`config.mk`:
```
export PLATFORM = sky130hd
export DESIGN_NAME = scl_phase_gen
export DESIGN_NICKNAME = d
export VERILOG_FILES = /design/src/rtl/scl_gen_pkg.sv /design/src/rtl/scl_cfg_regs.sv /design/src/rtl/scl_phase_fsm.sv /design/src/rtl/scl_phase_gen.sv
export SDC_FILE = /design/constraint.sdc
export NUM_CORES = 1
export LEC_CHECK = 0
export BUFFER_PORTS_ARGS = -buffer_cell sky130_fd_sc_hd__buf_2
export CAP_MARGIN = 20
export CORE_MARGIN = 2
export CORE_UTILIZATION = 60
export DETAILED_ROUTE_END_ITERATION = 8
export PLACE_DENSITY = 0.86
export REMOVE_ABC_BUFFERS = 1
export SLEW_MARGIN = 20
export SYNTH_ARGS = -nofsm -noshare
export SYNTH_HDL_FRONTEND = slang
export SYNTH_SLANG_ARGS = --single-unit
```
`constraint.sdc`:
```
create_clock -name clk -period 19.55 [get_ports clk]
set_clock_uncertainty 0.2 [all_clocks]
set_input_delay 3.91 -clock clk [delete_from_list [all_inputs] [get_ports clk]]
set_output_delay 3.91 -clock clk [all_outputs]
set_load 0.05 [all_outputs]
```
`src/rtl/scl_gen_pkg.sv`:
```
package scl_gen_pkg;
    typedef enum logic [1:0] {
        ST_IDLE = 2'd0,
        ST_LOW  = 2'd1,
        ST_RISE = 2'd2,
        ST_HIGH = 2'd3
    } scl_state_e;

    localparam int STD_MIN_DIV  = 4;
    localparam int FAST_MIN_DIV = 1;
    localparam int FREQ_MIN     = 2;
    localparam int FREQ_MAX     = 36;
    localparam int LOW_MUL_21   = 2;
    localparam int LOW_MUL_169  = 16;
    localparam int HIGH_MUL_169 = 9;
endpackage

```
`src/rtl/scl_cfg_regs.sv`:
```
module scl_cfg_regs
    import scl_gen_pkg::*;
#(
    parameter int DIV_W  = 12,
    parameter int FREQ_W = 6,
    parameter int CNT_W  = 17
) (
    input  logic              clk,
    input  logic              rst,
    input  logic              en,
    input  logic [FREQ_W-1:0] pclk_mhz,
    input  logic [DIV_W-1:0]  divider,
    input  logic              fast_mode,
    input  logic              duty_16_9,
    output logic [CNT_W-1:0]  low_len,
    output logic [CNT_W-1:0]  high_len,
    output logic [CNT_W-1:0]  rise_lim
);
    logic [FREQ_W-1:0] freq_q;
    logic [DIV_W-1:0]  div_q;
    logic              fast_q;
    logic              duty_q;

    // capture only while the generator is disabled
    always_ff @(posedge clk) begin
        if (rst) begin
            freq_q <= '0;
            div_q  <= '0;
            fast_q <= 1'b0;
            duty_q <= 1'b0;
        end else if (!en) begin
            freq_q <= pclk_mhz;
            div_q  <= divider;
            fast_q <= fast_mode;
            duty_q <= duty_16_9;
        end
    end

    logic [CNT_W-1:0] eff;
    logic [CNT_W-1:0] f_clamped;

    always_comb begin
        eff = CNT_W'(div_q);
        if (fast_q) begin
            if (div_q < DIV_W'(FAST_MIN_DIV)) eff = CNT_W'(FAST_MIN_DIV);
        end else begin
            if (div_q < DIV_W'(STD_MIN_DIV)) eff = CNT_W'(STD_MIN_DIV);
        end

        f_clamped = CNT_W'(freq_q);
        if (freq_q < FREQ_W'(FREQ_MIN)) f_clamped = CNT_W'(FREQ_MIN);
        else if (freq_q > FREQ_W'(FREQ_MAX)) f_clamped = CNT_W'(FREQ_MAX);

        if (fast_q && duty_q) begin
            low_len  = eff * CNT_W'(LOW_MUL_169);
            high_len = eff * CNT_W'(HIGH_MUL_169);
        end else if (fast_q) begin
            low_len  = eff * CNT_W'(LOW_MUL_21);
            high_len = eff;
        end else begin
            low_len  = eff;
            high_len = eff;
        end

        if (fast_q) rise_lim = (f_clamped * CNT_W'(3)) / CNT_W'(10) + CNT_W'(1);
        else        rise_lim = f_clamped + CNT_W'(1);
    end
endmodule

```
`src/rtl/scl_phase_fsm.sv`:
```
module scl_phase_fsm
    import scl_gen_pkg::*;
#(
    parameter int CNT_W = 17
) (
    input  logic             clk,
    input  logic             rst,
    input  logic             en,
    input  logic             scl_in,
    input  logic [CNT_W-1:0] low_len,
    input  logic [CNT_W-1:0] high_len,
    input  logic [CNT_W-1:0] rise_lim,
    output logic             scl_pull,
    output logic             low_phase,
    output logic             high_phase,
    output logic             mid_tick
);
    scl_state_e       state, nxt_state;
    logic [CNT_W-1:0] cnt, nxt_cnt;

    always_comb begin
        nxt_state = state;
        nxt_cnt   = cnt + CNT_W'(1);
        if (!en) begin
            nxt_state = ST_IDLE;
            nxt_cnt   = '0;
        end else begin
            unique case (state)
                ST_IDLE: begin
                    nxt_state = ST_LOW;
                    nxt_cnt   = '0;
                end
                ST_LOW: begin
                    if (cnt == low_len - CNT_W'(1)) begin
                        nxt_state = ST_RISE;
                        nxt_cnt   = '0;
                    end
                end
                ST_RISE: begin
                    if (scl_in || cnt == rise_lim - CNT_W'(1)) begin
                        nxt_state = ST_HIGH;
                        nxt_cnt   = '0;
                    end
                end
                ST_HIGH: begin
                    if (cnt == high_len - CNT_W'(1)) begin
                        nxt_state = ST_LOW;
                        nxt_cnt   = '0;
                    end
                end
                default: begin
                    nxt_state = ST_IDLE;
                    nxt_cnt   = '0;
                end
            endcase
        end
    end

    always_ff @(posedge clk) begin
        if (rst) begin
            state <= ST_IDLE;
            cnt   <= '0;
        end else begin
            state <= nxt_state;
            cnt   <= nxt_cnt;
        end
    end

    always_comb begin
        scl_pull   = 1'b0;
        low_phase  = 1'b0;
        high_phase = 1'b0;
        mid_tick   = 1'b0;
        unique case (state)
            ST_IDLE: ;
            ST_LOW: begin
                scl_pull  = 1'b1;
                low_phase = 1'b1;
            end
            ST_RISE: ;
            ST_HIGH: begin
                high_phase = 1'b1;
                mid_tick   = (cnt == (high_len >> 1));
            end
            default: ;
        endcase
    end
endmodule

```
`src/rtl/scl_phase_gen.sv`:
```
module scl_phase_gen
    import scl_gen_pkg::*;
#(
    parameter int DIV_W  = 12,
    parameter int FREQ_W = 6
) (
    input  logic              clk,
    input  logic              rst,
    input  logic              en,
    input  logic [FREQ_W-1:0] pclk_mhz,
    input  logic [DIV_W-1:0]  divider,
    input  logic              fast_mode,
    input  logic              duty_16_9,
    input  logic              scl_in,
    output logic              scl_pull,
    output logic              low_phase,
    output logic              high_phase,
    output logic              mid_tick
);
    localparam int CNT_W = DIV_W + 5;

    logic [CNT_W-1:0] low_len_w;
    logic [CNT_W-1:0] high_len_w;
    logic [CNT_W-1:0] rise_lim_w;

    scl_cfg_regs #(.DIV_W(DIV_W), .FREQ_W(FREQ_W), .CNT_W(CNT_W)) u_cfg (
        .clk       (clk),
        .rst       (rst),
        .en        (en),
        .pclk_mhz  (pclk_mhz),
        .divider   (divider),
        .fast_mode (fast_mode),
        .duty_16_9 (duty_16_9),
        .low_len   (low_len_w),
        .high_len  (high_len_w),
        .rise_lim  (rise_lim_w)
    );

    scl_phase_fsm #(.CNT_W(CNT_W)) u_fsm (
        .clk        (clk),
        .rst        (rst),
        .en         (en),
        .scl_in     (scl_in),
        .low_len    (low_len_w),
        .high_len   (high_len_w),
        .rise_lim   (rise_lim_w),
        .scl_pull   (scl_pull),
        .low_phase  (low_phase),
        .high_phase (high_phase),
        .mid_tick   (mid_tick)
    );
endmodule

```
==> results of run 1 <==
-- layout by cell type, fill, tap and decap left out, drive strengths merged, types with 12 or more instances in the layout --
cell type  count
xnor2         48
nor3          16
nor2b         12
mux2i         36
nand2b        14
nor2          81
buf           31
or3           12
ha            32
xor2          34
a31oi         19
o21ai         30
nand4         13
nand2         45
inv           28
a21oi         34
dfxtp         39
nand3         32
-- cell type report --
class                   count  share of cell area, %
well taps                 133                   2.68
multi-input cells         666                   78.5
inverters                  28                   1.69
flip-flops and latches     39                   12.6
repair buffers             31                   2.66
clock buffers               5                   1.11
clock inverters             3                  0.706
-- layer usage --
layer | GRT usage (%) | wire length, µm
met5 | 0 | 0
met4 | 8.57 | 431
met3 | 4.18 | 1340
met2 | 49.4 | 7790
met1 | 43.0 | 7560
-- power breakdown --
group	internal, µW	switching, µW	leakage [µW]
combinational	59.6	89.5	0.00198
sequential	82.1	8.52	0.000319
clock	38.1	34.4	0.0000581
total	180	132	0.00236
-- sequential cells by signal, summed over array words and instances, names as in the netlist --
register,count
u_fsm.state,2
u_fsm.cnt,17
u_cfg.div_q,12
u_cfg.freq_q,6
u_cfg.fast_q,1
u_cfg.duty_q,1
-- logic make-up (layout without fill, tap and decap cells) --
| family | after synthesis | in the layout | share of synthesized area, % |
|---|---|---|---|
| DFF | 39 | 39 | 12.9 |
| AOI/OAI and AO/OA | 199 | 199 | 25.8 |
| adders and majority gates | 34 | 34 | 7.25 |
| other | 1 | 1 | 0.0617 |
| muxes | 41 | 41 | 6.86 |
| buffers and inverters | 99 | 67 | 6.96 |
| and+or+nand+nor | 309 | 309 | 28.4 |
| xor gates and xnor gates | 82 | 82 | 11.8 |
-- how the worst min path moves through the flow --
stage,endpoint,slack [ns],start,cells after the start
6_report,u_fsm.state[1],0.34,u_fsm.state[1],2
5_1_grt,u_fsm.state[1],0.35,u_fsm.state[1],2
4_1_cts,u_fsm.state[1],0.35,u_fsm.state[1],2
3_5_place_dp,u_fsm.state[1],0.33,u_fsm.state[1],2
3_3_place_gp,u_fsm.state[1],0.30,u_fsm.state[1],2
2_1_floorplan,u_fsm.state[1],0.29,u_fsm.state[1],2
-- through the flow --
| stage | hold slack [ns] | instance area (µm²) | instances | setup WS [ns] | power, µW |
|---|---|---|---|---|---|
| 2_1_floorplan | 0.286 | 5760 | 733 | 10.86 | 202 |
| 3_3_place_gp | 0.299 | 6090 | 897 | 10.68 | 232 |
| 3_5_place_dp | 0.333 | 6090 | 897 | 10.52 | 237 |
| 4_1_cts | 0.346 | 6200 | 905 | 10.14 | 309 |
| 5_1_grt | 0.354 | 6200 | 905 | 9.81 | 329 |
| 6_report | 0.344 | 6200 | 905 | 10.04 | 312 |
-- worst reg2reg max path, stage by stage (launching register included) --
cell and delay [ns]:
dfxtp_1 1.03, or3_1 0.41, or3_1 0.16, o211ai_1 0.14
inv_1 0.13, ha_1 0.23, fa_1 0.61, nor4bb_1 0.57
a311oi_1 0.13, o41ai_1 0.62, a221oi_2 0.20, a31oi_4 0.35
ha_1 0.31, inv_1 0.14, xnor2_1 0.18, nor4b_1 0.42
a21boi_1 0.31, ha_1 0.29, xor2_1 0.15, o2111ai_1 0.14
nor3_1 0.37, a41oi_2 0.24, o21ai_4 0.46, nor2_1 0.11
==> flow_summary.ini, run 1 <==
[drt]
ant_nets = 0
vias = 6121
drt-pass1-iter-count = 7
vias_per_cell = 6.76
drtIter0Drc = 554
drt_drc_violations_left = 0
wire_per_inst_um = 18.9
drt-total-wl_mm = 17.1

[timing]
setup_viol = 0
setup_tns_ns = 0
max-slew-margin-rel_pct = 28.6
worst_pin_slew_ns = 1.07
clock.fmax_mhz = 105
post-route-period-util_pct = 48.6
hold_viol = 0
final_max_slew_viol_count = 0
rsz0062_at_grt = no
period_needed_ns = 9.51

[pwr]
p_leak_uw = 0.00236
pwr_density_cell_nw_per_um2 = 50.3
peakVddDrop_uv = 44.4

[logic_synthesis]
synth.most_common_cell = nor2_1
synthFlopType = dfxtp_1
synth-edff-count = 0
ys_async_sr_fraction_pct = 0
yosysWarnings = 0
yosys_register_bits = 39
seq_area_frac_synth_pct = 12.9
netlist_top_cells_count = nor2_1, xnor2_1, nand2_1
syn_avg_cell_area_um2 = 7.56
synth_top_cell_by_area = dfxtp_1
ys_types = 108
syn_inst = 804
synth_area_um2 = 6070
ys_top_cells_by_area = dfxtp_1, xnor2_1, ha_1
netlist.area_leader.share_pct = 12.9

[critical_path]
worst-setup-path-type = register to output port
cp-start-kind = register
cp_cell_sequence = nor3_2, nand4b_1, o21ai_0, inv_1, ha_1, ha_1, inv_1, fa_1, nor2b_4, o311a_2, or4_4, and3_2, xnor2_1, nor4_1, nand4_1, nor2_1, buf_2
cp_max_fo = 19
required_ns = 15.44
slowest_stage = nor3_2
r2r_cells = 23
crit_buf_inv = 3
crit_start = u_cfg.div_q[10]
worst_ep_arrival_time_ns = 5.40
cpPeakStageDelay_ns = 0.62
rrSetupSlack_ns = 11.56
worstReg2RegEnd = u_fsm.cnt[12]
path_delay_family = simple AND/OR/NAND/NOR gates
cp-endpoint = mid_tick
rr_startpoint = u_cfg.freq_q[3]
endpoint_kind = output port
cp.depth = 17

[global_route]
antenna_found_initial = 0
grt_pass1_wl_mm = 28.3
grt_util_all_layers_pct = 30.7
grt-ovfl-total = 0
grt_pass1_vias = 5639
grt_max_degree = 43

[run]
maxCapViolations = 0

[final_layout]
fill_cells = 920
nets = 829
drive_above_1_share_pct = 11.8
multi_input_area_um2 = 4870
utilization_pct = 63.2
syn_to_final_growth_pct = 2.10
regArea_um2 = 782
n_antenna_cell = 0

[floorplan]
initial_core_util_pct = 61.9
num_rows = 36
num_io_pins = 28
die_y_um = 105
core-area_um2 = 9820
die_area_um2 = 10900
dieWidth_um = 105

[clock_network]
numCtsBuffers = 5
cts.sinks = 39
cts-htree-levels = 2
clock-root-buffer = clkbuf_8
cts_max_path_buffers = 2
postCtsSetupBuffers = 0
cts_resized = 0
hold_buffers = 0
tritoncts = done
clk_latency_ns = 0.31
clkTransAtPathRegs_ns = 0.10

[placed_design]
hpwl_mm = 12.6
port_buffers = 27
gp_congestion = 0.951

[hold_path]
hold_class = register to register

[status]
outcome = complete, no violations
(Power assumes the default switching activity.)
==> run 2, diff against run 1 <==
--- a/config.mk
+++ b/config.mk
@@ -8,9 +8,9 @@
 export BUFFER_PORTS_ARGS = -buffer_cell sky130_fd_sc_hd__buf_2
 export CAP_MARGIN = 20
 export CORE_MARGIN = 2
-export CORE_UTILIZATION = 60
+export CORE_UTILIZATION = 58
 export DETAILED_ROUTE_END_ITERATION = 8
-export PLACE_DENSITY = 0.86
+export PLACE_DENSITY = 0.87
 export REMOVE_ABC_BUFFERS = 1
 export SLEW_MARGIN = 20
 export SYNTH_ARGS = -nofsm -noshare
==> constraint.sdc (replaced) <==
create_clock -name clk -period 8.3 [get_ports clk]
set_clock_uncertainty 0.2 [all_clocks]
set_input_delay 1.66 -clock clk [delete_from_list [all_inputs] [get_ports clk]]
set_output_delay 1.66 -clock clk [all_outputs]
set_load 0.05 [all_outputs]
==> flow_summary.ini, run 2 (synthesized netlist as in run 1, its figures left out) <==
[pwr]
p_leak_uw = 0.00236
peakVddDrop_uv = 76.3
pwr_density_cell_nw_per_um2 = 111

[drt]
vias = 6060
ant_nets = 0
vias_per_cell = 6.66
drt_drc_violations_left = 0
drt-pass1-iter-count = 5
drt-total-wl_mm = 16.3
wire_per_inst_um = 17.9
drtIter0Drc = 491

[clock_network]
cts_max_path_buffers = 2
hold_buffers = 0
numCtsBuffers = 5
clkTransAtPathRegs_ns = 0.08
clk_latency_ns = 0.30
postCtsSetupBuffers = 0
tritoncts = done
cts.sinks = 39
cts_resized = 0
clock-root-buffer = clkbuf_8
cts-htree-levels = 2

[timing]
clock.fmax_mhz = 138
post-route-period-util_pct = 87.3
worst_pin_slew_ns = 0.954
max-slew-margin-rel_pct = 36.3
finalWorstSetupSlack_ns = 1.05
setup_viol = 0
hold_viol = 0
rsz0062_at_grt = no
setup_tns_ns = 0
period_needed_ns = 7.25
final_max_slew_viol_count = 0

[global_route]
grt_util_all_layers_pct = 28.2
grt_max_degree = 43
grt_pass1_wl_mm = 26.3
met3_usage_pct = 2.21
met2_usage_pct = 49.5
grt_util_met1_pct = 36.0
grt-ovfl-total = 0
grt_pass1_vias = 5368
top_usage_layer = met2
antenna_found_initial = 0

[critical_path]
crit_buf_inv = 2
endpoint_kind = register
rrSetupSlack_ns = 1.05
worst_ep_arrival_time_ns = 7.23
path_delay_family = compound AO/OA/AOI/OAI gates
worstReg2RegEnd = u_fsm.cnt[4]
required_ns = 8.28
crit_top_cell = ha_1
worst-setup-path-type = register to register
cp_max_fo = 34
rr_startpoint = u_cfg.freq_q[3]
crit_start = u_cfg.freq_q[3]
slowest_stage = fa_1
cp_cell_sequence = or3_1, or3_1, o211ai_1, inv_1, ha_1, fa_1, nand2b_1, a311oi_1, a211o_1, o22ai_1, a221oi_2, a31oi_4, ha_1, inv_1, xnor2_1, nor4b_1, a21boi_1, ha_1, xor2_1, o2111ai_1, nor3_1, a41oi_2, o21ai_4, nor2_1
r2r_cells = 24
cpPeakStageDelay_ns = 0.64
cp-start-kind = register

[final_layout]
largest_reg_flops = 17
syn_to_final_growth_pct = 1.92
nets = 831
regArea_um2 = 781
final_cells = 910
reg_top3 = u_fsm.cnt (17), u_cfg.div_q (12), u_cfg.freq_q (6)
final_cell_mix = nor2_1, xnor2_1, nand2_1
n_antenna_cell = 0
drive_above_1_share_pct = 11.9
multi_input_area_um2 = 4870
final_common_cell = nor2_1
largest-register = u_fsm.cnt
fill_cells = 878
stdcell_area_um2 = 6190

[placed_design]
dp.cells = 902
hpwl_mm = 11.8
place_area_um2 = 6110
port_buffers = 27
place_ws_ns = 1.17
gp_congestion = 0.954

[floorplan]
num_io_pins = 28
die_area_um2 = 11300
num_rows = 37
initial_core_util_pct = 59.4
dieWidth_um = 106
core-area_um2 = 10200
die_y_um = 106

[hold_path]
hold_start = u_fsm.state[1]
min_to = u_fsm.state[1]
hold_class = register to register
hold_depth = 2

[run]
maxCapViolations = 0

[status]
outcome = complete, no violations
-- run 2: cell type report --
cell class              instances  share of cell area [%]
multi-input cells             666                    78.7
repair buffers                 33                    2.91
clock buffers                   5                    1.11
well taps                     136                    2.75
clock inverters                 3                   0.243
inverters                      28                    1.70
flip-flops and latches         39                    12.6
-- run 2: stage by stage --
| stage | hold slack (ns) | utilization [%] | power, µW |
|---|---|---|---|
| floorplan | 0.286 | - | 475 |
| global placement | 0.326 | 59.7 | 545 |
| detailed placement | 0.319 | 59.7 | 551 |
| CTS | 0.331 | 60.5 | 686 |
| global route | 0.391 | 60.5 | 732 |
| finish | 0.334 | 60.5 | 689 |
-- run 2: how the worst max path moves through the flow --
| stage | to | slack [ns] | cells after the start |
|---|---|---|---|
| after CTS | u_fsm.cnt[8] | 1.15 | 24 |
| after detailed placement | u_fsm.cnt[8] | 1.17 | 24 |
| after global routing | u_fsm.cnt[14] | 0.42 | 23 |
| final | u_fsm.cnt[4] | 1.05 | 24 |
| after floorplan | mid_tick | 1.86 | 16 |
| after global placement | u_fsm.cnt[13] | 1.41 | 24 |
-- run 2: layer usage --
| layer | routed length [µm] | part of all wire, % |
|---|---|---|
| met1 | 6790 | 42 |
| met2 | 7950 | 49 |
| met3 | 1070 | 6.5 |
| met4 | 493 | 3.0 |
| met5 | 0 | 0 |
-- run 2: report_power, final --
group / internal [µW] / total [µW] / leakage [µW] / switching [µW]
Clock: 57.7 / 134 / 0.0000477 / 76.1
Sequential: 193 / 211 / 0.000318 / 18.1
Combinational: 141 / 344 / 0.00199 / 203
-- run 2: worst register-to-register path, cell delays in order, from the launching register on --
cell       delay [ns]
dfxtp_1          0.63
or3_1            0.60
or3_1            0.34
o211ai_1         0.13
inv_1            0.09
ha_1             0.25
fa_1             0.64
nand2b_1         0.25
a311oi_1         0.36
a211o_1          0.18
o22ai_1          0.10
a221oi_2         0.39
a31oi_4          0.19
ha_1             0.29
inv_1            0.14
xnor2_1          0.11
nor4b_1          0.34
a21boi_1         0.26
ha_1             0.27
xor2_1           0.14
o2111ai_1        0.14
nor3_1           0.31
a41oi_2          0.23
o21ai_4          0.44
nor2_1           0.10
